`config.mk`:
```
export PLATFORM = sky130hd
export DESIGN_NAME = tempo_iir_filter
export DESIGN_NICKNAME = d
export VERILOG_FILES = /design/src/rtl/tif_pkg.sv /design/src/rtl/tif_stage.sv /design/src/rtl/tif_sat.sv /design/src/rtl/tif_recursion.sv /design/src/rtl/tif_raster_addr.sv /design/src/rtl/tempo_iir_filter.sv
export SDC_FILE = /design/constraint.sdc
export NUM_CORES = 1
export LEC_CHECK = 0
export ABC_CLOCK_PERIOD_IN_PS = 11880
export BUFFER_PORTS_ARGS = -buffer_cell sky130_fd_sc_hd__clkbuf_2
export CAP_MARGIN = 20
export CORE_ASPECT_RATIO = 1.4
export CORE_MARGIN = 2
export CORE_UTILIZATION = 40
export CTS_CLUSTER_DIAMETER = 40
export DETAILED_ROUTE_END_ITERATION = 12
export HOLD_SLACK_MARGIN = 0.02
export MAX_ROUTING_LAYER = met4
export SYNTH_ARGS = -nofsm -noshare
export SYNTH_HDL_FRONTEND = slang
export SYNTH_SLANG_ARGS = --single-unit
```
`constraint.sdc`:
```
create_clock -name clk -period 11.88 [get_ports clk]
set_input_delay 2.97 -clock clk [delete_from_list [all_inputs] [get_ports clk]]
set_output_delay 2.97 -clock clk [all_outputs]
set_load 0.1 [all_outputs]
```
`src/rtl/tif_pkg.sv`:
```
package tif_pkg;
  localparam int TIF_STAGES = 3;

  typedef enum logic [1:0] {
    TIF_IDLE = 2'd0,
    TIF_WAIT = 2'd1,
    TIF_OUT  = 2'd2
  } tif_state_e;
endpackage

```
`src/rtl/tif_stage.sv`:
```
module tif_stage #(
  parameter int SW = 12,
  parameter int K  = 2
) (
  input  logic [SW-1:0] target,
  input  logic [SW-1:0] cur,
  output logic [SW-1:0] nxt
);
  logic signed [SW:0] diff, step, sum;

  always_comb begin
    diff = $signed({1'b0, target}) - $signed({1'b0, cur});
    step = diff >>> K;
    sum  = $signed({1'b0, cur}) + step;
    nxt  = sum[SW-1:0];
  end
endmodule

```
`src/rtl/tif_sat.sv`:
```
module tif_sat #(
  parameter int IN_W  = 16,
  parameter int OUT_W = 12
) (
  input  logic signed [IN_W-1:0]  v,
  output logic signed [OUT_W-1:0] y
);
  localparam logic signed [IN_W-1:0] MAXV =
    signed'({{(IN_W-OUT_W+1){1'b0}}, {(OUT_W-1){1'b1}}});
  localparam logic signed [IN_W-1:0] MINV = ~MAXV;

  always_comb begin
    if (v > MAXV)      y = MAXV[OUT_W-1:0];
    else if (v < MINV) y = MINV[OUT_W-1:0];
    else               y = v[OUT_W-1:0];
  end
endmodule

```
`src/rtl/tif_recursion.sv`:
```
module tif_recursion import tif_pkg::*; #(
  parameter int PIX_W = 8,
  parameter int FRAC  = 4,
  parameter int OFRAC = 3,
  parameter int K     = 2,
  parameter int DGAIN = 0,
  parameter int OUT_W = 12
) (
  input  logic [PIX_W+FRAC-1:0]            x,
  input  logic [TIF_STAGES*(PIX_W+FRAC)-1:0] prev,
  output logic [TIF_STAGES*(PIX_W+FRAC)-1:0] next,
  output logic signed [OUT_W-1:0]          smooth,
  output logic signed [OUT_W-1:0]          deriv
);
  localparam int SW   = PIX_W + FRAC;
  localparam int WIDE = SW + 2 + DGAIN;
  localparam int OSH  = FRAC - OFRAC;

  logic [SW-1:0] nx [TIF_STAGES];

  for (genvar g = 0; g < TIF_STAGES; g++) begin : g_stage
    logic [SW-1:0] tgt;
    if (g == 0) begin : g_head
      assign tgt = x;
    end else begin : g_tail
      assign tgt = nx[g-1];
    end
    tif_stage #(.SW(SW), .K(K)) u_stage (
      .target (tgt),
      .cur    (prev[g*SW +: SW]),
      .nxt    (nx[g])
    );
    assign next[g*SW +: SW] = nx[g];
  end

  logic signed [SW:0]     d_raw, d_sh;
  logic signed [WIDE-1:0] d_wide, s_wide;

  always_comb begin
    d_raw  = $signed({1'b0, nx[0]}) - $signed({1'b0, nx[1]});
    d_sh   = d_raw >>> OSH;
    d_wide = {{(WIDE-SW-1){d_sh[SW]}}, d_sh} <<< DGAIN;
    s_wide = signed'({{(WIDE-SW){1'b0}}, nx[TIF_STAGES-1]} >> OSH);
  end

  tif_sat #(.IN_W(WIDE), .OUT_W(OUT_W)) u_sat_d (.v(d_wide), .y(deriv));
  tif_sat #(.IN_W(WIDE), .OUT_W(OUT_W)) u_sat_s (.v(s_wide), .y(smooth));
endmodule

```
`src/rtl/tif_raster_addr.sv`:
```
module tif_raster_addr #(
  parameter int NPIX = 76800,
  parameter int AW   = 17
) (
  input  logic          clk,
  input  logic          rst_n,
  input  logic          step,
  input  logic          sof,
  output logic [AW-1:0] cur_addr
);
  logic [AW-1:0] cnt_q;

  assign cur_addr = sof ? '0 : cnt_q;

  always_ff @(posedge clk or negedge rst_n) begin
    if (!rst_n) cnt_q <= '0;
    else if (step)
      cnt_q <= ({1'b0, cur_addr} == (AW+1)'(NPIX-1)) ? '0 : cur_addr + 1'b1;
  end
endmodule

```
`src/rtl/tempo_iir_filter.sv`:
```
module tempo_iir_filter import tif_pkg::*; #(
  parameter int PIX_W = 8,
  parameter int OUT_W = 12,
  parameter int FRAC  = 4,
  parameter int OFRAC = 3,
  parameter int K     = 2,
  parameter int DGAIN = 0,
  parameter int NPIX  = 76800,
  localparam int SW   = PIX_W + FRAC,
  localparam int WW   = TIF_STAGES * SW,
  localparam int AW   = (NPIX > 1) ? $clog2(NPIX) : 1
) (
  input  logic                    clk,
  input  logic                    rst_n,
  input  logic                    seed_en,
  input  logic                    in_valid,
  output logic                    in_ready,
  input  logic                    in_sof,
  input  logic [PIX_W-1:0]        in_pix,
  output logic                    out_valid,
  input  logic                    out_ready,
  output logic signed [OUT_W-1:0] out_smooth,
  output logic signed [OUT_W-1:0] out_deriv,
  output logic                    st_rd_valid,
  output logic [AW-1:0]           st_rd_addr,
  input  logic                    st_rsp_valid,
  input  logic [WW-1:0]           st_rsp_data,
  output logic                    st_wr_valid,
  output logic [AW-1:0]           st_wr_addr,
  output logic [WW-1:0]           st_wr_data
);
  tif_state_e         state_q;
  logic               seed_q;
  logic [PIX_W-1:0]   pix_q;
  logic [AW-1:0]      addr_q;
  logic [AW-1:0]      cur_addr;
  logic               accept, seed_now, commit;
  logic [SW-1:0]      rec_x;
  logic [WW-1:0]      rec_prev, rec_next;
  logic signed [OUT_W-1:0] rec_smooth, rec_deriv;

  assign in_ready  = (state_q == TIF_IDLE);
  assign out_valid = (state_q == TIF_OUT);
  assign accept    = in_valid && in_ready;
  assign seed_now  = in_sof ? seed_en : seed_q;
  assign commit    = (accept && seed_now) ||
                     ((state_q == TIF_WAIT) && st_rsp_valid);

  tif_raster_addr #(.NPIX(NPIX), .AW(AW)) u_addr (
    .clk      (clk),
    .rst_n    (rst_n),
    .step     (accept),
    .sof      (in_sof),
    .cur_addr (cur_addr)
  );

  // Seeding feeds the pixel in as every previous stage: the recursion then leaves it unchanged.
  always_comb begin
    if (state_q == TIF_IDLE) begin
      rec_x    = {in_pix, {FRAC{1'b0}}};
      rec_prev = {TIF_STAGES{rec_x}};
    end else begin
      rec_x    = {pix_q, {FRAC{1'b0}}};
      rec_prev = st_rsp_data;
    end
  end

  tif_recursion #(
    .PIX_W(PIX_W), .FRAC(FRAC), .OFRAC(OFRAC),
    .K(K), .DGAIN(DGAIN), .OUT_W(OUT_W)
  ) u_rec (
    .x      (rec_x),
    .prev   (rec_prev),
    .next   (rec_next),
    .smooth (rec_smooth),
    .deriv  (rec_deriv)
  );

  always_ff @(posedge clk or negedge rst_n) begin
    if (!rst_n) begin
      state_q     <= TIF_IDLE;
      seed_q      <= 1'b1;
      pix_q       <= '0;
      addr_q      <= '0;
      st_rd_valid <= 1'b0;
      st_rd_addr  <= '0;
      st_wr_valid <= 1'b0;
      st_wr_addr  <= '0;
      st_wr_data  <= '0;
      out_smooth  <= '0;
      out_deriv   <= '0;
    end else begin
      st_rd_valid <= 1'b0;
      st_wr_valid <= 1'b0;
      if (commit) begin
        out_smooth  <= rec_smooth;
        out_deriv   <= rec_deriv;
        st_wr_valid <= 1'b1;
        st_wr_data  <= rec_next;
        st_wr_addr  <= (state_q == TIF_IDLE) ? cur_addr : addr_q;
      end
      case (state_q)
        TIF_IDLE: if (accept) begin
          pix_q  <= in_pix;
          addr_q <= cur_addr;
          if (in_sof) seed_q <= seed_en;
          if (seed_now) begin
            state_q <= TIF_OUT;
          end else begin
            st_rd_valid <= 1'b1;
            st_rd_addr  <= cur_addr;
            state_q     <= TIF_WAIT;
          end
        end
        TIF_WAIT: if (st_rsp_valid) state_q <= TIF_OUT;
        TIF_OUT:  if (out_ready)    state_q <= TIF_IDLE;
        default:  state_q <= TIF_IDLE;
      endcase
    end
  end
endmodule

```
==> results_dict.tcl, run 1 <==
set metrics [dict create \
    worst-setup-path-type "primary input to flip-flop" \
    core_sq_um 23300 \
    period_share_pct 92.3 \
    skew_ps 13.7 \
    crit_top_cell "ha_1" \
    ys_ff_latch 140 \
    final_cells 1556 \
    timing.final.hold_violations 0 \
    slowest_delay_ps 490 \
    ant_nets 0 \
    crit_path_start "in_pix[1]" \
    clock_sinks 140 \
    setup_viol 0 \
    drt_iter0_drc 378 \
    synth_area_sq_um 9480 \
    yosysUniqueCellTypes 90 \
    dp_hpwl_um 18700 \
    wl_per_cell_um 15.8 \
    synth_top_family_by_area "compound AO/OA/AOI/OAI gates" \
    cts_buffer_depth 2 \
    ios 149 \
    finalWirelength_um 24500 \
    rsz0062_at_grt "no" \
    synth.largest_area_cell "dfrtp_1" \
    layout-drive-gt1-share_pct 18.0 \
    overflow 0 \
    syn_inst 1105 \
    synth_xor_area_share_pct 8.48 \
    drcViolationCount 0 \
    track_usage_pct 21.2 \
    hold_start "out_smooth[6]" \
    htree_num_levels 4 \
    area_growth_pct 16.9 \
    async_reset_ff_share_pct 100 \
    clockRootBuffer "clkbuf_16" \
    slew_viol_final 0 \
    first_global_vias 8070 \
    synthAdderAreaFrac_pct 9.90 \
    antenna_found_initial 0 \
    num_antenna_cells 0 \
    die_w_um 134 \
    start_kind "primary input" \
    clock_latency_ps 440 \
    grt_pass1_wl_um 40300 \
    regToRegStartpoint "state_q[1]" \
    port-buffer-count 147 \
    syn-num-nets 1227 \
    crit_path_end_kind "flip-flop" \
    final.min_clock_period_ps 10970 \
    numCtsBuffers 17 \
    drt_pass1_iterations 7 \
    ys_top_cells_by_area "dfrtp_1 37%, ha_1 8.8%, nand2_1 8.0%" \
    hp-class "flip-flop to flip-flop" \
    slowest_stage "a2111oi_2" \
    synth_compound_area_share_pct 19.7 \
    die_h_um 186 \
    cts.clk_slew.worst_paths_ps 60 \
    ys.flop_type "dfrtp_1" \
    cts_resized 0 \
    start_util_pct 40.7 \
    syn-mean-instance-area_sq_um 8.57 \
    synthMuxAreaShare_pct 1.07 \
    synth-edff-count 0 \
    yosysWarningCount 0 \
    synth_seq_area_share_pct 37.0 \
    synth_simple_gate_area_share_pct 19.0 \
    place_inst 1522 \
    status "finished, final reports clean" \
    die_area_sq_um 25000 \
    tightest_slew_ps 926 \
    cts_hold_buf 0 \
    crit_required_ps 12150 \
    rows 66 \
    layout.nets 1359 \
    crit_arrival_ps 11240 \
    num_vias 8053 \
    finalSetupTns_ps 0 \
    cts_tree "built" \
    gp_congestion 0.939 \
    synth.top_cell.area_share_pct 36.7 \
    grt_max_degree 102 \
    cp_max_fo 6 \
    slew_headroom_pct 38.3 \
    postCtsSetupBuffers 0 \
    cap_violations 0 \
    timing.reg2reg.setup_slack_ps 1880 \
    fmax_ghz 0.0912 \
    viasPerCell 5.18 \
]
## worst max-delay path, delay by kind of cell
kind	cells	cell delay, ps
XOR/XNOR	7	1460
AND/OR/NAND/NOR	8	1470
buffers and inverters	2	170
adder cells (fa/ha/maj)	7	2200
multiplexers	1	310
AO/OA/AOI/OAI	10	2640
## state kept, by name, indices dropped and copies added (netlist names)
name          flops
addr_q           17
out_deriv        12
out_smooth       11
pix_q             8
seed_q            1
st_rd_addr       17
st_rd_valid       1
st_wr_addr       17
st_wr_data       36
st_wr_valid       1
state_q           2
u_addr.cnt_q     17
## stage by stage
stage,utilization (%),instance area (sq um),hold WS (ps),setup WS (ps)
2_1_floorplan,-,9480,446,1060
3_3_place_gp,45.0,10500,458,891
3_5_place_dp,45.0,10500,462,519
4_1_cts,47.4,11000,478,952
5_1_grt,47.6,11100,487,110
6_report,47.6,11100,475,914
## synth_stat cells, drive strengths merged, types with 11 or more instances
cell,count
a21oi,76
dfrtp,139
nand2,203
nand3,13
clkbuf,34
nor3,14
ha,67
xor2,20
a21o,31
nor2b,11
nor2,63
nand2b,28
inv,73
xnor2,61
o21ai,119
## layout make-up
class / count / area (sq um)
multi-input cells: 849 / 5520
well taps: 306 / 383
fillers: 2338 / 12200
clock buffers: 19 / 453
clock inverters: 13 / 106
repair buffers: 156 / 837
flip-flops and latches: 140 / 3500
inverters: 73 / 277
## cells by family (layout without fill, tap and decap cells)
| logic type | count (synthesis) | after routing |
|---|---|---|
| AO/OA/AOI/OAI | 299 | 299 |
| XOR/XNOR | 83 | 83 |
| adder cells (fa/ha/maj) | 73 | 73 |
| buffers and inverters | 116 | 261 |
| flip-flops | 140 | 140 |
| multiplexers | 9 | 9 |
| other | 1 | 1 |
| AND/OR/NAND/NOR | 384 | 384 |
## cells in the final DEF (no fill, tap or decap), drive strengths merged, types with 6 or more instances in the layout
| cell | count |
|---|---|
| nand2 | 203 |
| clkbuf | 165 |
| dfrtp | 139 |
| o21ai | 119 |
| inv | 77 |
| a21oi | 76 |
| ha | 67 |
| nor2 | 63 |
| xnor2 | 61 |
| a21o | 31 |
| nand2b | 28 |
| xor2 | 20 |
| nor3 | 14 |
| nand3 | 13 |
| nor2b | 11 |
| and2 | 10 |
| buf | 10 |
| and3 | 9 |
| o21a | 8 |
| clkinv | 7 |
| or3 | 6 |
| a32o | 6 |
| mux2 | 6 |
## routing by layer
| layer | up-vias | part of all wire, % | global-route usage (%) |
|---|---|---|---|
| met5 | - | 0 | - |
| met4 | 0 | 2.2 | 7.20 |
| met3 | 40 | 4.3 | 4.58 |
| met2 | 161 | 51 | 37.1 |
| met1 | 3795 | 43 | 24.1 |
| li1 | 4057 | - | - |
## path summary, 6_finish.rpt
| kind | endpoint | cells past startpoint |
|---|---|---|
| max in group asynchronous | seed_q | 3 |
| hold / removal | out_smooth[6] | 2 |
| setup / recovery | out_smooth[10] | 35 |
| hold reg to reg | out_smooth[6] | 2 |
| min in group asynchronous | out_smooth[1] | 1 |
| setup reg to reg | out_smooth[10] | 35 |
Power of run 1 is not shown: default switching activity piles up to over one toggle a cycle in this logic, so the estimate is an artifact.
==> run 2, diff against run 1 <==
==> constraint.sdc (replaced) <==
create_clock -name clk -period 11.88 [get_ports clk]
set_input_delay 1.782 -clock clk [delete_from_list [all_inputs] [get_ports clk]]
set_output_delay 1.782 -clock clk [all_outputs]
set_load 0.1 [all_outputs]
==> run 2 against run 1 <==
Flip-flop and latch count unchanged. Routed wire length increased by 1.3%. Sequential share of layout area is 0.075 points lower. Register-to-register slack got worse by 30 ps. Non-clock buffer count unchanged. Clock skew is essentially flat. Core utilization grew 0.11 points. Maximum frequency grew 6.4%. Die area unchanged. Via count about the same.
==> results_dict.tcl, run 2 (synthesis gave the netlist of run 1 again) <==
set metrics [dict create \
    top_register "st_wr_data" \
    num_vias 8047 \
    final.min_clock_period_ps 10300 \
    crit_required_ps 12160 \
    clock_sinks 140 \
    drt_pass1_iterations 4 \
    status "finished, final reports clean" \
    hp-class "flip-flop to flip-flop" \
    worst-setup-path-type "primary input to flip-flop" \
    rsz0062_at_grt "no" \
    tightest_slew_ps 1100 \
    seq_area_sq_um 3500 \
    clock_latency_ps 440 \
    skew_ps 14.0 \
    core_sq_um 23300 \
    drt_iter0_drc 395 \
    slowest_stage "o41ai_1" \
    period_share_pct 86.7 \
    die_area_sq_um 25000 \
    start_kind "primary input" \
    gp_congestion 0.905 \
    slew_headroom_pct 25.7 \
    first_global_vias 8074 \
    htree_num_levels 4 \
    postCtsSetupBuffers 0 \
    drcViolationCount 0 \
    cp_max_fo 7 \
    start_util_pct 40.7 \
    die_w_um 134 \
    crit_path_end_kind "flip-flop" \
    fmax_ghz 0.0971 \
    slowest_delay_ps 990 \
    track_usage_pct 21.4 \
    rows 66 \
    cts_tree "built" \
    dp_hpwl_um 18700 \
    area_growth_pct 17.2 \
    final_common_cell "nand2_1" \
    viasPerCell 5.17 \
    final_cells 1557 \
    slew_viol_final 0 \
    largest_reg_flops 36 \
    ios 149 \
    final_cell_mix "202 x nand2_1, 146 x clkbuf_2, 139 x dfrtp_1" \
    cts.clk_slew.worst_paths_ps 70 \
    crit_top_cell "ha_1" \
    crit_arrival_ps 10580 \
    clockRootBuffer "clkbuf_16" \
    finalWirelength_um 24800 \
    cap_violations 0 \
    numCtsBuffers 17 \
    place_inst 1522 \
    fill_cells 2317 \
    overflow 0 \
    layout-drive-gt1-share_pct 17.9 \
    multiInputGateArea_sq_um 5520 \
    cts_resized 0 \
    layout.nets 1359 \
    timing.final.hold_violations 0 \
    ant_nets 0 \
    cts_hold_buf 0 \
    grt_pass1_wl_um 40900 \
    grt_max_degree 80 \
    port-buffer-count 147 \
    antenna_found_initial 1 \
    setup_viol 0 \
    die_h_um 186 \
    finalSetupTns_ps 0 \
    cts_buffer_depth 2 \
    wl_per_cell_um 16.0 \
]
-- run 2: worst max-delay path, delay by kind of cell --
kind	cells	cell delay (ps)
adders and majority gates	7	2110
and+or+nand+nor	11	1500
buffers and inverters	3	240
xor gates and xnor gates	5	1030
AOI/OAI and AO/OA	16	3910
-- run 2: through the flow --
stage                     area [sq um]  hold WS, ps  worst slack [ps]  util (%)
final                            11100          474              1580      47.7
after global routing             11100          488               838      47.7
after CTS                        11100          480              1660      47.5
after detailed placement         10500          463              1210      45.0
after global placement           10500          458              1660      45.0
after floorplan                   9480          446              2250         -
-- run 2: worst paths after layout --
check                              start        endpoint  slack, ps  cells past startpoint
setup / recovery               in_pix[1]  out_smooth[10]       1580                     42
hold / removal             out_smooth[1]   out_smooth[1]        470                      2
setup reg to reg              state_q[0]  out_smooth[10]       1850                     42
hold reg to reg            out_smooth[1]   out_smooth[1]        470                      2
max in group asynchronous          rst_n          seed_q       9520                      3
min in group asynchronous          rst_n  st_wr_addr[16]       1320                      1
-- run 2: final cells by class --
cell class / instances / area share (%)
flip-flops and latches: 140 / 31.6
repair buffers: 156 / 7.54
well taps: 306 / 3.45
clock inverters: 14 / 1.39
clock buffers: 18 / 3.87
inverters: 73 / 2.49
diodes: 1 / 0.0225
multi-input cells: 849 / 49.7
-- run 2: routing by layer --
| metal | share of wire, % | routed length (um) | global-route usage [%] |
|---|---|---|---|
| met1 | 42 | 10500 | 25.0 |
| met2 | 51 | 12600 | 37.1 |
| met3 | 5.2 | 1300 | 4.93 |
| met4 | 1.8 | 458 | 5.98 |
| met5 | 0 | 0 | - |
Power of run 2 is left out for the same reason.
==> run 3, diff against run 2 <==
--- a/config.mk
+++ b/config.mk
@@ -9,7 +9,6 @@
 export BUFFER_PORTS_ARGS = -buffer_cell sky130_fd_sc_hd__clkbuf_2
 export CAP_MARGIN = 20
 export CORE_ASPECT_RATIO = 1.4
-export CORE_MARGIN = 2
 export CORE_UTILIZATION = 40
 export CTS_CLUSTER_DIAMETER = 40
 export DETAILED_ROUTE_END_ITERATION = 12
==> run 3 against run 2 <==
Via count about the same. First-iteration DRC count up 8.4%. Register-to-register slack better by 250 ps. Routed wire length down 3.0%. Critical path depth up 3. Global-route usage up 0.26 points. Die area down 2.6%. Setup slack better by 520 ps. Final area down 0.60%. Critical path type is now flip-flop to flip-flop. Highest routed layer unchanged.
==> results_dict.tcl, run 3 (synthesis gave the netlist of run 1 again) <==
set metrics [dict create \
    fill_cells 2322 \
    htree_num_levels 4 \
    slowest_delay_ps 610 \
    num_vias 8048 \
    crit_top_cell "ha_1" \
    fmax_ghz 0.102 \
    first_global_vias 8038 \
    clock_sinks 140 \
    crit_path_end_kind "flip-flop" \
    start_util_pct 40.8 \
    crit_arrival_ps 10060 \
    clock_latency_ps 440 \
    cts_resized 0 \
    drcViolationCount 0 \
    cts_buffer_depth 2 \
    status "finished, final reports clean" \
    postCtsSetupBuffers 0 \
    cp_max_fo 56 \
    multiInputGateArea_sq_um 5520 \
    viasPerCell 5.18 \
    port-buffer-count 147 \
    rows 66 \
    numCtsBuffers 17 \
    dp_hpwl_um 18300 \
    globalRouteMet2Util_pct 37.9 \
    final_cell_mix "202 x nand2_1, 147 x clkbuf_2, 139 x dfrtp_1" \
    start_kind "flip-flop" \
    met3_usage_pct 4.46 \
    rsz0062_at_grt "no" \
    crit_path_start "state_q[0]" \
    num_antenna_cells 0 \
    setup_viol 0 \
    crit_required_ps 12150 \
    cts.clk_slew.worst_paths_ps 60 \
    regToRegStartpoint "state_q[0]" \
    largest_reg_flops 36 \
    gp_congestion 0.875 \
    core_sq_um 23200 \
    die_area_sq_um 24300 \
    final.min_clock_period_ps 9780 \
    skew_ps 11.1 \
    timing.final.hold_violations 0 \
    grt_pass1_wl_um 40100 \
    ios 149 \
    track_usage_pct 21.7 \
    finalWirelength_um 24100 \
    cts_tree "built" \
    layout-drive-gt1-share_pct 17.7 \
    clockRootBuffer "clkbuf_16" \
    final_common_cell "nand2_1" \
    die_w_um 132 \
    grt_max_degree 107 \
    top_register "st_wr_data" \
    seq_area_sq_um 3500 \
    period_share_pct 82.4 \
    grt_use_met1_pct 24.6 \
    layout.nets 1357 \
    die_h_um 184 \
    finalSetupTns_ps 0 \
    slowest_stage "buf_4" \
    worst-setup-path-type "flip-flop to flip-flop" \
    slew_viol_final 0 \
    antenna_found_initial 0 \
    drt_pass1_iterations 4 \
    hold_start "st_wr_data[12]" \
    ant_nets 0 \
    slew_headroom_pct 35.2 \
    wl_per_cell_um 15.5 \
    hp-class "flip-flop to flip-flop" \
    top_usage_layer "met2" \
    cap_violations 0 \
    cts_hold_buf 0 \
    tightest_slew_ps 973 \
    area_growth_pct 16.5 \
    drt_iter0_drc 428 \
    overflow 0 \
]
## run 3: cell types whose count changed in the layout (fill, tap and decap cells not counted), sizes merged
cell,previous run,this run
buf,10,7
clkbuf,164,169
clkinvlp,2,3
bufinv,1,0
clkinv,4,3
inv,80,77
diode,1,0
## run 3: critical path: cells and delay by family, from the launching register on
family	cells	cell delay [ps]
buffers and inverters	4	1010
AOI/OAI and AO/OA	17	2870
xor gates and xnor gates	5	1040
adders and majority gates	7	2220
and+or+nand+nor	12	1910
DFF	1	570
## run 3: final timing paths
path / to / slack [ps] / cells after the start
min in group asynchronous: out_smooth[0] / 1380 / 1
setup / recovery: out_smooth[10] / 2100 / 45
hold reg to reg: st_wr_data[12] / 470 / 2
setup reg to reg: out_smooth[10] / 2100 / 45
hold / removal: st_wr_data[12] / 470 / 2
max in group asynchronous: pix_q[7] / 9200 / 2
## run 3: layer usage
layer | vias to the layer above | part of all wire (%)
met5 | - | 0
met4 | 0 | 1.9
met3 | 30 | 4.9
met2 | 169 | 51
met1 | 3794 | 42
li1 | 4055 | -
## run 3: area by class of cell
| cell class | instances | share of cell area (%) |
|---|---|---|
| Clock buffer | 22 | 4.30 |
| Clock inverter | 10 | 0.748 |
| Inverter | 73 | 2.51 |
| Multi-Input combinational cell | 849 | 50.0 |
| Sequential cell | 140 | 31.8 |
| Tap cell | 306 | 3.47 |
| Timing Repair Buffer | 154 | 7.24 |
## run 3: through the flow
stage / area [sq um] / std cells / setup WS (ps) / util [%] / hold slack (ps)
CTS: 11000 / 1552 / 1600 / 47.5 / 478
global placement: 10500 / 1520 / 1600 / 45.1 / 459
floorplan: 9480 / 1105 / 2250 / - / 446
finish: 11000 / 1554 / 2100 / 47.6 / 474
global route: 11000 / 1554 / 1100 / 47.6 / 489
detailed placement: 10500 / 1520 / 1310 / 45.1 / 463
Power of run 3 is left out for the same reason.
